## src/rtl/ps2hk_pkg.sv

```systemverilog
package ps2hk_pkg;
   localparam logic [7:0] CODE_BREAK = 8'hF0;
   localparam logic [7:0] CODE_EXT   = 8'hE0;

   typedef enum logic [1:0] {
      RX_IDLE,
      RX_DATA,
      RX_PAR,
      RX_STOP
   } rx_state_e;
endpackage

```

## src/rtl/ps2hk_sync.sv

```systemverilog
module ps2hk_sync #(
   parameter int unsigned W      = 2,
   parameter int unsigned STAGES = 2,
   parameter logic [W-1:0] RST_VAL = '1
) (
   input  logic         clk,
   input  logic         rst,
   input  logic [W-1:0] d_i,
   output logic [W-1:0] q_o
);
   if (STAGES < 2) begin : g_bad_stages
      $error("ps2hk_sync: STAGES must be at least 2");
   end

   logic [W-1:0] stg [STAGES];

   for (genvar s = 0; s < STAGES; s++) begin : g_stage
      if (s == 0) begin : g_first
         always_ff @(posedge clk) begin
            if (rst) stg[0] <= RST_VAL;
            else     stg[0] <= d_i;
         end
      end else begin : g_next
         always_ff @(posedge clk) begin
            if (rst) stg[s] <= RST_VAL;
            else     stg[s] <= stg[s-1];
         end
      end
   end

   assign q_o = stg[STAGES-1];
endmodule

```

## src/rtl/ps2hk_frame_rx.sv

```systemverilog
module ps2hk_frame_rx
   import ps2hk_pkg::*;
#(
   parameter int unsigned TIMEOUT_CYC = 5000
) (
   input  logic       clk,
   input  logic       rst,
   input  logic       kclk_i,
   input  logic       kdat_i,
   output logic       byte_vld_o,
   output logic [7:0] byte_o
);
   localparam int unsigned TW = $clog2(TIMEOUT_CYC + 1);
   localparam logic [TW-1:0] TMO_LAST = TW'(TIMEOUT_CYC);

   if (TIMEOUT_CYC < 4) begin : g_bad_tmo
      $error("ps2hk_frame_rx: TIMEOUT_CYC too small");
   end

   rx_state_e     state_q;
   logic          kclk_d;
   logic          fall;
   logic [2:0]    idx_q;
   logic [7:0]    shreg_q;
   logic          par_q;
   logic [TW-1:0] tmo_q;
   logic          vld_q;
   logic [7:0]    byte_q;

   assign fall = kclk_d & ~kclk_i;

   always_ff @(posedge clk) begin
      if (rst) begin
         state_q <= RX_IDLE;
         kclk_d  <= 1'b1;
         idx_q   <= '0;
         shreg_q <= '0;
         par_q   <= 1'b0;
         tmo_q   <= '0;
         vld_q   <= 1'b0;
         byte_q  <= '0;
      end else begin
         kclk_d <= kclk_i;
         vld_q  <= 1'b0;
         if (fall) begin
            tmo_q <= '0;
            unique case (state_q)
               RX_IDLE: begin
                  if (!kdat_i) begin
                     state_q <= RX_DATA;
                     idx_q   <= '0;
                  end
               end
               RX_DATA: begin
                  shreg_q <= {kdat_i, shreg_q[7:1]};
                  idx_q   <= idx_q + 3'd1;
                  if (idx_q == 3'd7) state_q <= RX_PAR;
               end
               RX_PAR: begin
                  par_q   <= kdat_i;
                  state_q <= RX_STOP;
               end
               RX_STOP: begin
                  if (kdat_i && (^{shreg_q, par_q})) begin
                     vld_q  <= 1'b1;
                     byte_q <= shreg_q;
                  end
                  state_q <= RX_IDLE;
               end
               default: state_q <= RX_IDLE;
            endcase
         end else if (state_q != RX_IDLE && kclk_i) begin
            if (tmo_q == TMO_LAST) begin
               state_q <= RX_IDLE;
               tmo_q   <= '0;
            end else begin
               tmo_q <= tmo_q + 1'b1;
            end
         end else begin
            tmo_q <= '0;
         end
      end
   end

   assign byte_vld_o = vld_q;
   assign byte_o     = byte_q;


   stop_sampled_chk: assert property (@(posedge clk) disable iff (rst)
      vld_q |-> ($past(fall) && $past(kdat_i)));


   tmo_bound_chk: assert property (@(posedge clk) disable iff (rst)
      tmo_q <= TMO_LAST);


   tmo_abort_chk: assert property (@(posedge clk) disable iff (rst)
      (tmo_q == TMO_LAST && !fall && kclk_i && state_q != RX_IDLE) |=> state_q == RX_IDLE);
endmodule

```

## src/rtl/ps2hk_key_track.sv

```systemverilog
module ps2hk_key_track
   import ps2hk_pkg::*;
#(
   parameter int unsigned NKEYS = 2,
   parameter logic [NKEYS*8-1:0] KEY_CODES = {8'h1C, 8'h15}
) (
   input  logic             clk,
   input  logic             rst,
   input  logic             byte_vld_i,
   input  logic [7:0]       byte_i,
   output logic [NKEYS-1:0] held_o
);
   logic brk_q;
   logic ext_q;
   logic is_brk;
   logic is_ext;

   assign is_brk = (byte_i == CODE_BREAK);
   assign is_ext = (byte_i == CODE_EXT);

   always_ff @(posedge clk) begin
      if (rst) begin
         brk_q <= 1'b0;
         ext_q <= 1'b0;
      end else if (byte_vld_i) begin
         if (is_brk) begin
            brk_q <= 1'b1;
         end else if (is_ext) begin
            ext_q <= 1'b1;
         end else begin
            brk_q <= 1'b0;
            ext_q <= 1'b0;
         end
      end
   end

   for (genvar k = 0; k < NKEYS; k++) begin : g_key
      localparam logic [7:0] CODE = KEY_CODES[k*8 +: 8];

      if (CODE == CODE_BREAK || CODE == CODE_EXT) begin : g_bad_code
         $error("ps2hk_key_track: key code collides with a prefix");
      end

      always_ff @(posedge clk) begin
         if (rst) begin
            held_o[k] <= 1'b0;
         end else if (byte_vld_i && !ext_q && byte_i == CODE) begin
            held_o[k] <= ~brk_q;
         end
      end


      make_set_chk: assert property (@(posedge clk) disable iff (rst)
         (byte_vld_i && byte_i == CODE && !brk_q && !ext_q) |=> held_o[k]);


      brk_clear_chk: assert property (@(posedge clk) disable iff (rst)
         (byte_vld_i && byte_i == CODE && brk_q && !ext_q) |=> !held_o[k]);


      ext_ignore_chk: assert property (@(posedge clk) disable iff (rst)
         (byte_vld_i && ext_q) |=> $stable(held_o[k]));


      idle_stable_chk: assert property (@(posedge clk) disable iff (rst)
         (!byte_vld_i || byte_i != CODE) |=> $stable(held_o[k]));
   end
endmodule

```

## src/rtl/ps2_hold_keys.sv

```systemverilog
module ps2_hold_keys #(
   parameter int unsigned TIMEOUT_CYC = 5000,
   parameter int unsigned SYNC_STAGES = 2,
   parameter logic [7:0]  UP_CODE     = 8'h15,
   parameter logic [7:0]  DOWN_CODE   = 8'h1C
) (
   input  logic clk,
   input  logic rst,
   input  logic kb_clk_i,
   input  logic kb_dat_i,
   output logic up_o,
   output logic down_o
);
   localparam int unsigned NKEYS = 2;

   if (UP_CODE == DOWN_CODE) begin : g_bad_map
      $error("ps2_hold_keys: UP_CODE and DOWN_CODE must differ");
   end

   logic [1:0]       lines_s;
   logic             byte_vld;
   logic [7:0]       rx_byte;
   logic [NKEYS-1:0] held;

   ps2hk_sync #(
      .W       (2),
      .STAGES  (SYNC_STAGES),
      .RST_VAL (2'b11)
   ) u_sync (
      .clk (clk),
      .rst (rst),
      .d_i ({kb_dat_i, kb_clk_i}),
      .q_o (lines_s)
   );

   ps2hk_frame_rx #(
      .TIMEOUT_CYC (TIMEOUT_CYC)
   ) u_rx (
      .clk        (clk),
      .rst        (rst),
      .kclk_i     (lines_s[0]),
      .kdat_i     (lines_s[1]),
      .byte_vld_o (byte_vld),
      .byte_o     (rx_byte)
   );

   ps2hk_key_track #(
      .NKEYS     (NKEYS),
      .KEY_CODES ({DOWN_CODE, UP_CODE})
   ) u_keys (
      .clk        (clk),
      .rst        (rst),
      .byte_vld_i (byte_vld),
      .byte_i     (rx_byte),
      .held_o     (held)
   );

   assign up_o   = held[0];
   assign down_o = held[1];


   reset_clear_chk: assert property (@(posedge clk)
      rst |=> (!up_o && !down_o));
endmodule

```

## config.mk

```make
export PLATFORM = sky130hd
export DESIGN_NAME = ps2_hold_keys
export DESIGN_NICKNAME = d
export VERILOG_FILES = /design/src/rtl/ps2hk_pkg.sv /design/src/rtl/ps2hk_sync.sv /design/src/rtl/ps2hk_frame_rx.sv /design/src/rtl/ps2hk_key_track.sv /design/src/rtl/ps2_hold_keys.sv
export SDC_FILE = /design/constraint.sdc
export NUM_CORES = 1
export LEC_CHECK = 0
export ABC_AREA = 1
export CORE_ASPECT_RATIO = 1.5
export CORE_MARGIN = 3
export CORE_UTILIZATION = 53
export DETAILED_ROUTE_END_ITERATION = 16
export PLACE_DENSITY = 0.75
export SLEW_MARGIN = 15
export SYNTH_ARGS = -nofsm -noshare
export SYNTH_HDL_FRONTEND = slang
export SYNTH_SLANG_ARGS = --single-unit
export TNS_END_PERCENT = 10
```

## constraint.sdc

```tcl
create_clock -name clk -period 1.4 [get_ports clk]
set_input_delay 0.42 -clock clk [delete_from_list [all_inputs] [get_ports clk]]
set_output_delay 0.42 -clock clk [all_outputs]
set_load 0.03 [all_outputs]
```

==> impl_metrics.yaml, run 1 <==
run_status:
  status: "finished with violations"
  violations: "setup timing"
timing:
  setup_ws_ps: -47.66
  hold_viol_final: 0
  fmax_mhz: 690.8
  worst-slew-pin-transition_ps: 305.0
  max-slew-margin-rel_pct: 79.51
  fin_crit_sh_pct: 103.4
  finClkSkew_ps: 2.212
  rsz0062_at_grt: "true"
  fin_crit_ps: 1448
  drv_slew: 0
  setup_viol: 7
routing:
  wl_per_cell_um: 13.02
  drc: 0
  drt_iter0_markers: 64
  drt_pass1_iterations: 4
  vias: 1891
  wl_mm: 4.702
  routed_via_density: 5.238
  ant_nets: 0
setup_path:
  slowest_delay_ps: 380
  arrival_ps: 1640
  cp.required_ps: 1600
  worstSetupEndpointType: "flip-flop"
  cpMostUsedCell: "nand2_2"
  cp-start-kind: "flip-flop"
  r2r_cells: 12
  worstSetupPathType: "reg2reg"
  cpMaxStageDelayCell: "dfxtp_2"
  path_max_fanout: 6
  crit_chain: "nand2_2 -> inv_2 -> nor2_4 -> nand2_1 -> nand3_2 -> nand2_2 -> nand2_2 -> nand2_4 -> buf_6 -> nand3_1 -> nand2_1 -> nor2_1"
die:
  dieHeight_um: 84.66
  boundaryPins: 6
  fp.dieArea_mm2: 0.004947
  coreArea_mm2: 0.003959
  initial_core_util_pct: 55.21
  die_w_um: 58.44
  core.rowCount: 28
layout:
  final_area_mm2: 0.002744
  nets: 327
  synthToLayoutAreaGrowth_pct: 25.53
  post-route-util_pct: 69.31
  fillers: 310
  drive_gt1_share_pct: 37.97
  diodes: 0
placement:
  place_congestion: 0.7792
  post-place-ws_ps: -86.39
  place_hpwl_mm: 3.224
  port_buffers: 5
  place_area_mm2: 0.002392
synthesis:
  netlist_area_mm2: 0.002186
  ys_ff_latch: 45
  yosysWarnings: 0
  syn-instance-count: 284
  synth_fp_nets: 296
  synth_cell_types: 30
  ys_seq_area_share_pct: 41.21
  syn_avg_cell_area_um2: 7.697
global_route:
  overflow: 0
  grt_max_degree: 21
  first_global_vias: 1749
  antenna_found_initial: 0
  grt_pass1_wl_mm: 7.465
  grt_usage_pct: 19.49
power:
  peakVddDrop_uv: 791.4
  p_leak_nw: 1.013
  powerDensity_mw_per_mm2: 768.6
clock_network:
  root_buffer: "clkbuf_8"
  insertion_delay_ps: 290
  tritoncts: "yes"
  cts_hold_buf: 0
  clk_path_buf_depth: 2
  cts_max_level: 2
  clk_pin_slew_ps: 80
  clock-sinks: 45
  cts_made_buffers: 5
min_path:
  hold_depth: 1
  hold_class: "reg2reg"
run:
  drv_cap: 0
==> cell families (layout without fill, tap and decap cells) <==
group	Yosys count	count (layout)	share of synthesized area [%]
and+or+nand+nor	136	136	30.05
AOI/OAI and AO/OA	47	47	12.54
DFF	45	45	41.21
buffers and inverters	40	72	8.414
adders and majority gates	8	8	4.579
xor gates and xnor gates	8	8	3.206
==> report_power, final <==
part	internal, mW	switching [mW]
registers	1.28	0.00249
logic	0.0272	0.0362
clock network	0.355	0.408
total	1.66	0.446
==> cell usage after synthesis <==
library cell	instances	share of area, %
nand2_4	1	0.52
or2_0	3	0.86
nand4_1	6	1.7
nand2_2	9	2.6
dfxtp_1	45	41
nand2_1	52	8.9
nor4_1	1	0.29
nor2_2	4	1.1
inv_2	5	0.86
or2_2	4	1.1
nand3_1	17	3.9
clkbuf_1	1	0.17
buf_1	1	0.17
a21oi_2	8	3.2
buf_6	2	1.0
xnor2_1	3	1.2
nor2_1	27	4.6
nor3_1	6	1.4
buf_2	2	0.46
nand3b_1	1	0.34
buf_12	1	0.92
ha_1	8	4.6
o21ai_0	14	3.2
xor2_1	5	2.0
nand3_4	1	0.80
inv_1	28	4.8
a211oi_1	2	0.69
o22a_1	1	0.40
a21oi_1	22	5.0
nand3_2	4	1.8
==> metrics by stage <==
| stage | power [mW] | instances | hold WS (ps) | TNS [ps] |
|---|---|---|---|---|
| 3_5_place_dp | 1.376 | 344 | 394.2 | -1302 |
| 2_1_floorplan | 1.355 | 284 | 389.5 | 0 |
| 4_1_cts | 2.131 | 352 | 412.6 | 0 |
| 3_3_place_gp | 1.375 | 344 | 390.8 | -625.2 |
| 5_1_grt | 2.180 | 361 | 421.4 | -2157 |
| 6_report | 2.109 | 361 | 411.1 | -167.3 |
==> layout by cell type (no fill, tap or decap), types with 2 or more instances in the layout <==
cell,n
o21ai_0,12
a21oi_1,16
nand4_1,6
a21oi_2,14
nor2_4,4
nand2_1,45
inv_2,11
dfxtp_2,13
xor2_1,4
ha_4,2
clkbuf_1,3
inv_1,22
a211oi_1,2
or2_2,4
or2_0,2
dfxtp_4,2
xnor2_1,2
buf_4,21
dfxtp_1,30
nand3_1,14
clkdlybuf4s50_1,3
nor2_1,19
o21ai_1,2
clkbuf_8,5
nor2_2,8
buf_6,3
nor3_1,4
nand3_2,7
buf_12,3
ha_1,6
nand2_2,16
==> what timing repair did <==
item,CTS,global route
buffers inserted,0,8
endpoints found under the setup margin,22,26
gates cloned,0,1
resized for setup,10,58
pin swaps,3,18
==> registers in the layout (all words and copies together), names as in the netlist <==
register / count
u_rx.byte_vld_o: 1
u_rx.byte_o: 8
u_sync.stg: 4
u_rx.state_q: 2
u_rx.idx_q: 3
u_rx.tmo_q: 13
u_rx.shreg_q: 8
u_rx.kclk_d: 1
u_rx.par_q: 1
u_keys.brk_q: 1
u_keys.held_o: 2
u_keys.ext_q: 1
==> layer usage <==
layer  wire length, um  track usage, %  part of all wire (%)
met1              1931           21.35                    41
met2              2530           34.69                    54
met3               107           4.462                   2.3
met4               132           8.228                   2.8
met5                 0               0                     0
==> final timing paths <==
kind | endpoint | from | slack [ps]
min | u_sync.stg[1][0] | u_sync.stg[0][0] | 410
min reg2reg | u_sync.stg[1][0] | u_sync.stg[0][0] | 410
max | u_rx.byte_o[5] | u_rx.shreg_q[6] | -50
max reg2reg | u_rx.byte_o[5] | u_rx.shreg_q[6] | -50
==> final cells by class <==
type                       instances  area [um^2]  area share, %
sequential                        45        924.6          33.70
inverter                          33        123.9          4.514
multi-input combinational        199         1252          45.65
tap                               45        56.30          2.052
timing repair buffer              31        306.5          11.17
clock buffer                       8        80.08          2.918
==> worst max-delay path: cells and delay by family (launching register included) <==
family,cells,cell delay [ps]
and+or+nand+nor,10,770
DFF,1,380
buffers and inverters,2,210
Power figures use the tool's default switching activity.
==> run 2, diff against run 1 <==
- PLACE_DENSITY: 0.75 -> 0.79
==> run 2 against run 1 <==
Register-to-register slack improved by 30 ps. Sequential cell count unchanged. Largest power group unchanged. Hold slack improved by 4.6 ps. Combinational power decreased by 3%. Sequential share of layout area increased by 1.5 points. The run still ends with setup timing left. Clock power increased by 3.9%. Critical path type unchanged. Die area unchanged. Largest cell class unchanged. Via count about the same.
==> impl_metrics.yaml, run 2 (synthesized netlist as in run 1, its figures left out) <==
global_route:
  antenna_found_initial: 0
  first_global_vias: 1806
  grt_pass1_wl_mm: 7.224
  grt_usage_pct: 18.54
  overflow: 0
  grt_max_degree: 19
layout:
  largest_register_ffs: 13
  fin_cells: 356
  largest_register: "u_rx.tmo_q"
  mostFrequentLayoutCell: "nand2_1"
  synthToLayoutAreaGrowth_pct: 19.98
  diodes: 0
  drive_gt1_share_pct: 29.90
  layout_common_cells: "nand2_1, dfxtp_1, inv_1, nor2_1, a21oi_1"
  multi_input_area_mm2: 0.001182
  seq_area_um2: 922.1
  fillers: 319
  nets: 323
power:
  power_frac_comb_pct: 2.9
  cell_internal_pwr_mw: 1.697
  p_sw_mw: 0.4390
  peakVddDrop_uv: 841.5
  p_leak_nw: 0.9941
  clockPowerShare_pct: 37.1
  fin_total_pwr_mw: 2.136
  swShare_pct: 20.55
  power_frac_seq_pct: 60.0
  powerDensity_mw_per_mm2: 814.5
timing:
  fmax_mhz: 706.0
  worst-slew-pin-transition_ps: 331.7
  fin_crit_sh_pct: 101.2
  hold_viol_final: 0
  setup_viol: 11
  fin_crit_ps: 1416
  rsz0062_at_grt: "true"
  drv_slew: 0
  setup_ws_ps: -16.37
  max-slew-margin-rel_pct: 77.69
  finClkSkew_ps: 8.966
  hold_ws_ps: 415.8
routing:
  drt_pass1_iterations: 4
  routed_via_density: 5.309
  drt_iter0_markers: 46
  ant_nets: 0
  drc: 0
  wl_mm: 4.347
  wl_per_cell_um: 12.21
  vias: 1890
clock_network:
  clock-sinks: 45
  cts_hold_buf: 0
  cts_made_buffers: 5
  root_buffer: "clkbuf_8"
  cts_max_level: 2
  tritoncts: "yes"
  clk_path_buf_depth: 2
  clk_pin_slew_ps: 80
  insertion_delay_ps: 290
min_path:
  hold_start: "u_sync.stg[0][0]"
  min_to: "u_sync.stg[1][0]"
  hold_depth: 1
  hold_class: "reg2reg"
setup_path:
  r2r_cells: 12
  cp-start-kind: "flip-flop"
  worstSetupPathType: "reg2reg"
  cp.required_ps: 1590
  path_max_fanout: 6
  worstSetupEndpointType: "flip-flop"
  r2r_slack_ps: -20
  rr_startpoint: "u_rx.shreg_q[6]"
  arrival_ps: 1610
  r2r-end: "u_rx.byte_o[0]"
run_status:
  violations: "setup timing"
  status: "finished with violations"
die:
  fp.dieArea_mm2: 0.004947
  coreArea_mm2: 0.003959
  core.rowCount: 28
  boundaryPins: 6
  initial_core_util_pct: 55.21
  dieHeight_um: 84.66
  die_w_um: 58.44
placement:
  place_congestion: 0.8020
  place_hpwl_mm: 3.049
  port_buffers: 5
  dpl.cell_count: 346
run:
  drv_cap: 0
-- run 2: cell types whose count changed in the layout (fill, tap and decap cells not counted), moves of 4 or more --
cell     change
a21oi_2      -6
a21oi_1      +5
dfxtp_2      -5
dfxtp_1      +4
nor2_1       +4
-- run 2: stage by stage --
stage	setup slack (ps)	instance area [um^2]	util, %	TNS [ps]
detailed placement	-88.21	2407	60.81	-1519
global placement	-40.51	2407	60.81	-680.2
global route	-144.2	2623	66.25	-2630
CTS	2.277	2504	63.24	0
floorplan	40.67	2186	-	0
finish	-16.37	2623	66.25	-78.81
-- run 2: layout make-up --
| cell class | instances | area share [%] |
|---|---|---|
| Tap cell | 45 | 2.147 |
| Multi-Input combinational cell | 199 | 45.09 |
| Timing Repair Buffer | 27 | 9.590 |
| Sequential cell | 45 | 35.16 |
| Inverter | 33 | 4.723 |
| Clock buffer | 7 | 3.292 |
-- run 2: worst max-delay path by stage --
| stage | start | cells after the start | end |
|---|---|---|---|
| 2_1_floorplan | u_rx.state_q[0] | 7 | u_rx.byte_o[4] |
| 3_3_place_gp | rst | 5 | u_rx.shreg_q[7] |
| 3_5_place_dp | rst | 5 | u_rx.shreg_q[7] |
| 4_1_cts | u_rx.shreg_q[1] | 9 | u_rx.byte_o[6] |
| 5_1_grt | u_rx.tmo_q[9] | 6 | u_rx.tmo_q[12] |
| 6_report | u_rx.shreg_q[6] | 12 | u_rx.byte_o[0] |
-- run 2: power by group through the flow --
stage,combinational [mW],clock [mW],sequential [mW]
floorplan,0.0383,0,1.32
global placement,0.0589,0,1.32
detailed placement,0.0601,0,1.32
CTS,0.0605,0.814,1.29
global route,0.0692,0.857,1.28
finish,0.0617,0.793,1.28
-- run 2: repair_timing --
| action | CTS | global route |
|---|---|---|
| gates resized for setup | 6 | 36 |
| hold endpoints to repair | 0 | 0 |
| pin swaps | 0 | 18 |
| setup buffers | 0 | 3 |
| endpoints found under the setup margin | 18 | 29 |
-- run 2: routing by layer --
metal | vias up | track usage (%) | wire (um)
met5 | - | 0 | 0
met4 | 0 | 7.595 | 104
met3 | 12 | 4.308 | 113
met2 | 21 | 34.59 | 2345
met1 | 885 | 18.87 | 1783
li1 | 972 | - | -
-- run 2: worst max-delay path, stage by stage, from the launching register on --
cell and delay, ps:
dfxtp_4 400, inv_2 50, nand2_2 60, nand2_2 80
nand2_2 60, nand3_2 80, nand2_2 90, nand2_2 70
nand2_4 110, buf_6 130, nand3_1 60, nand2_1 80
nor2_1 40
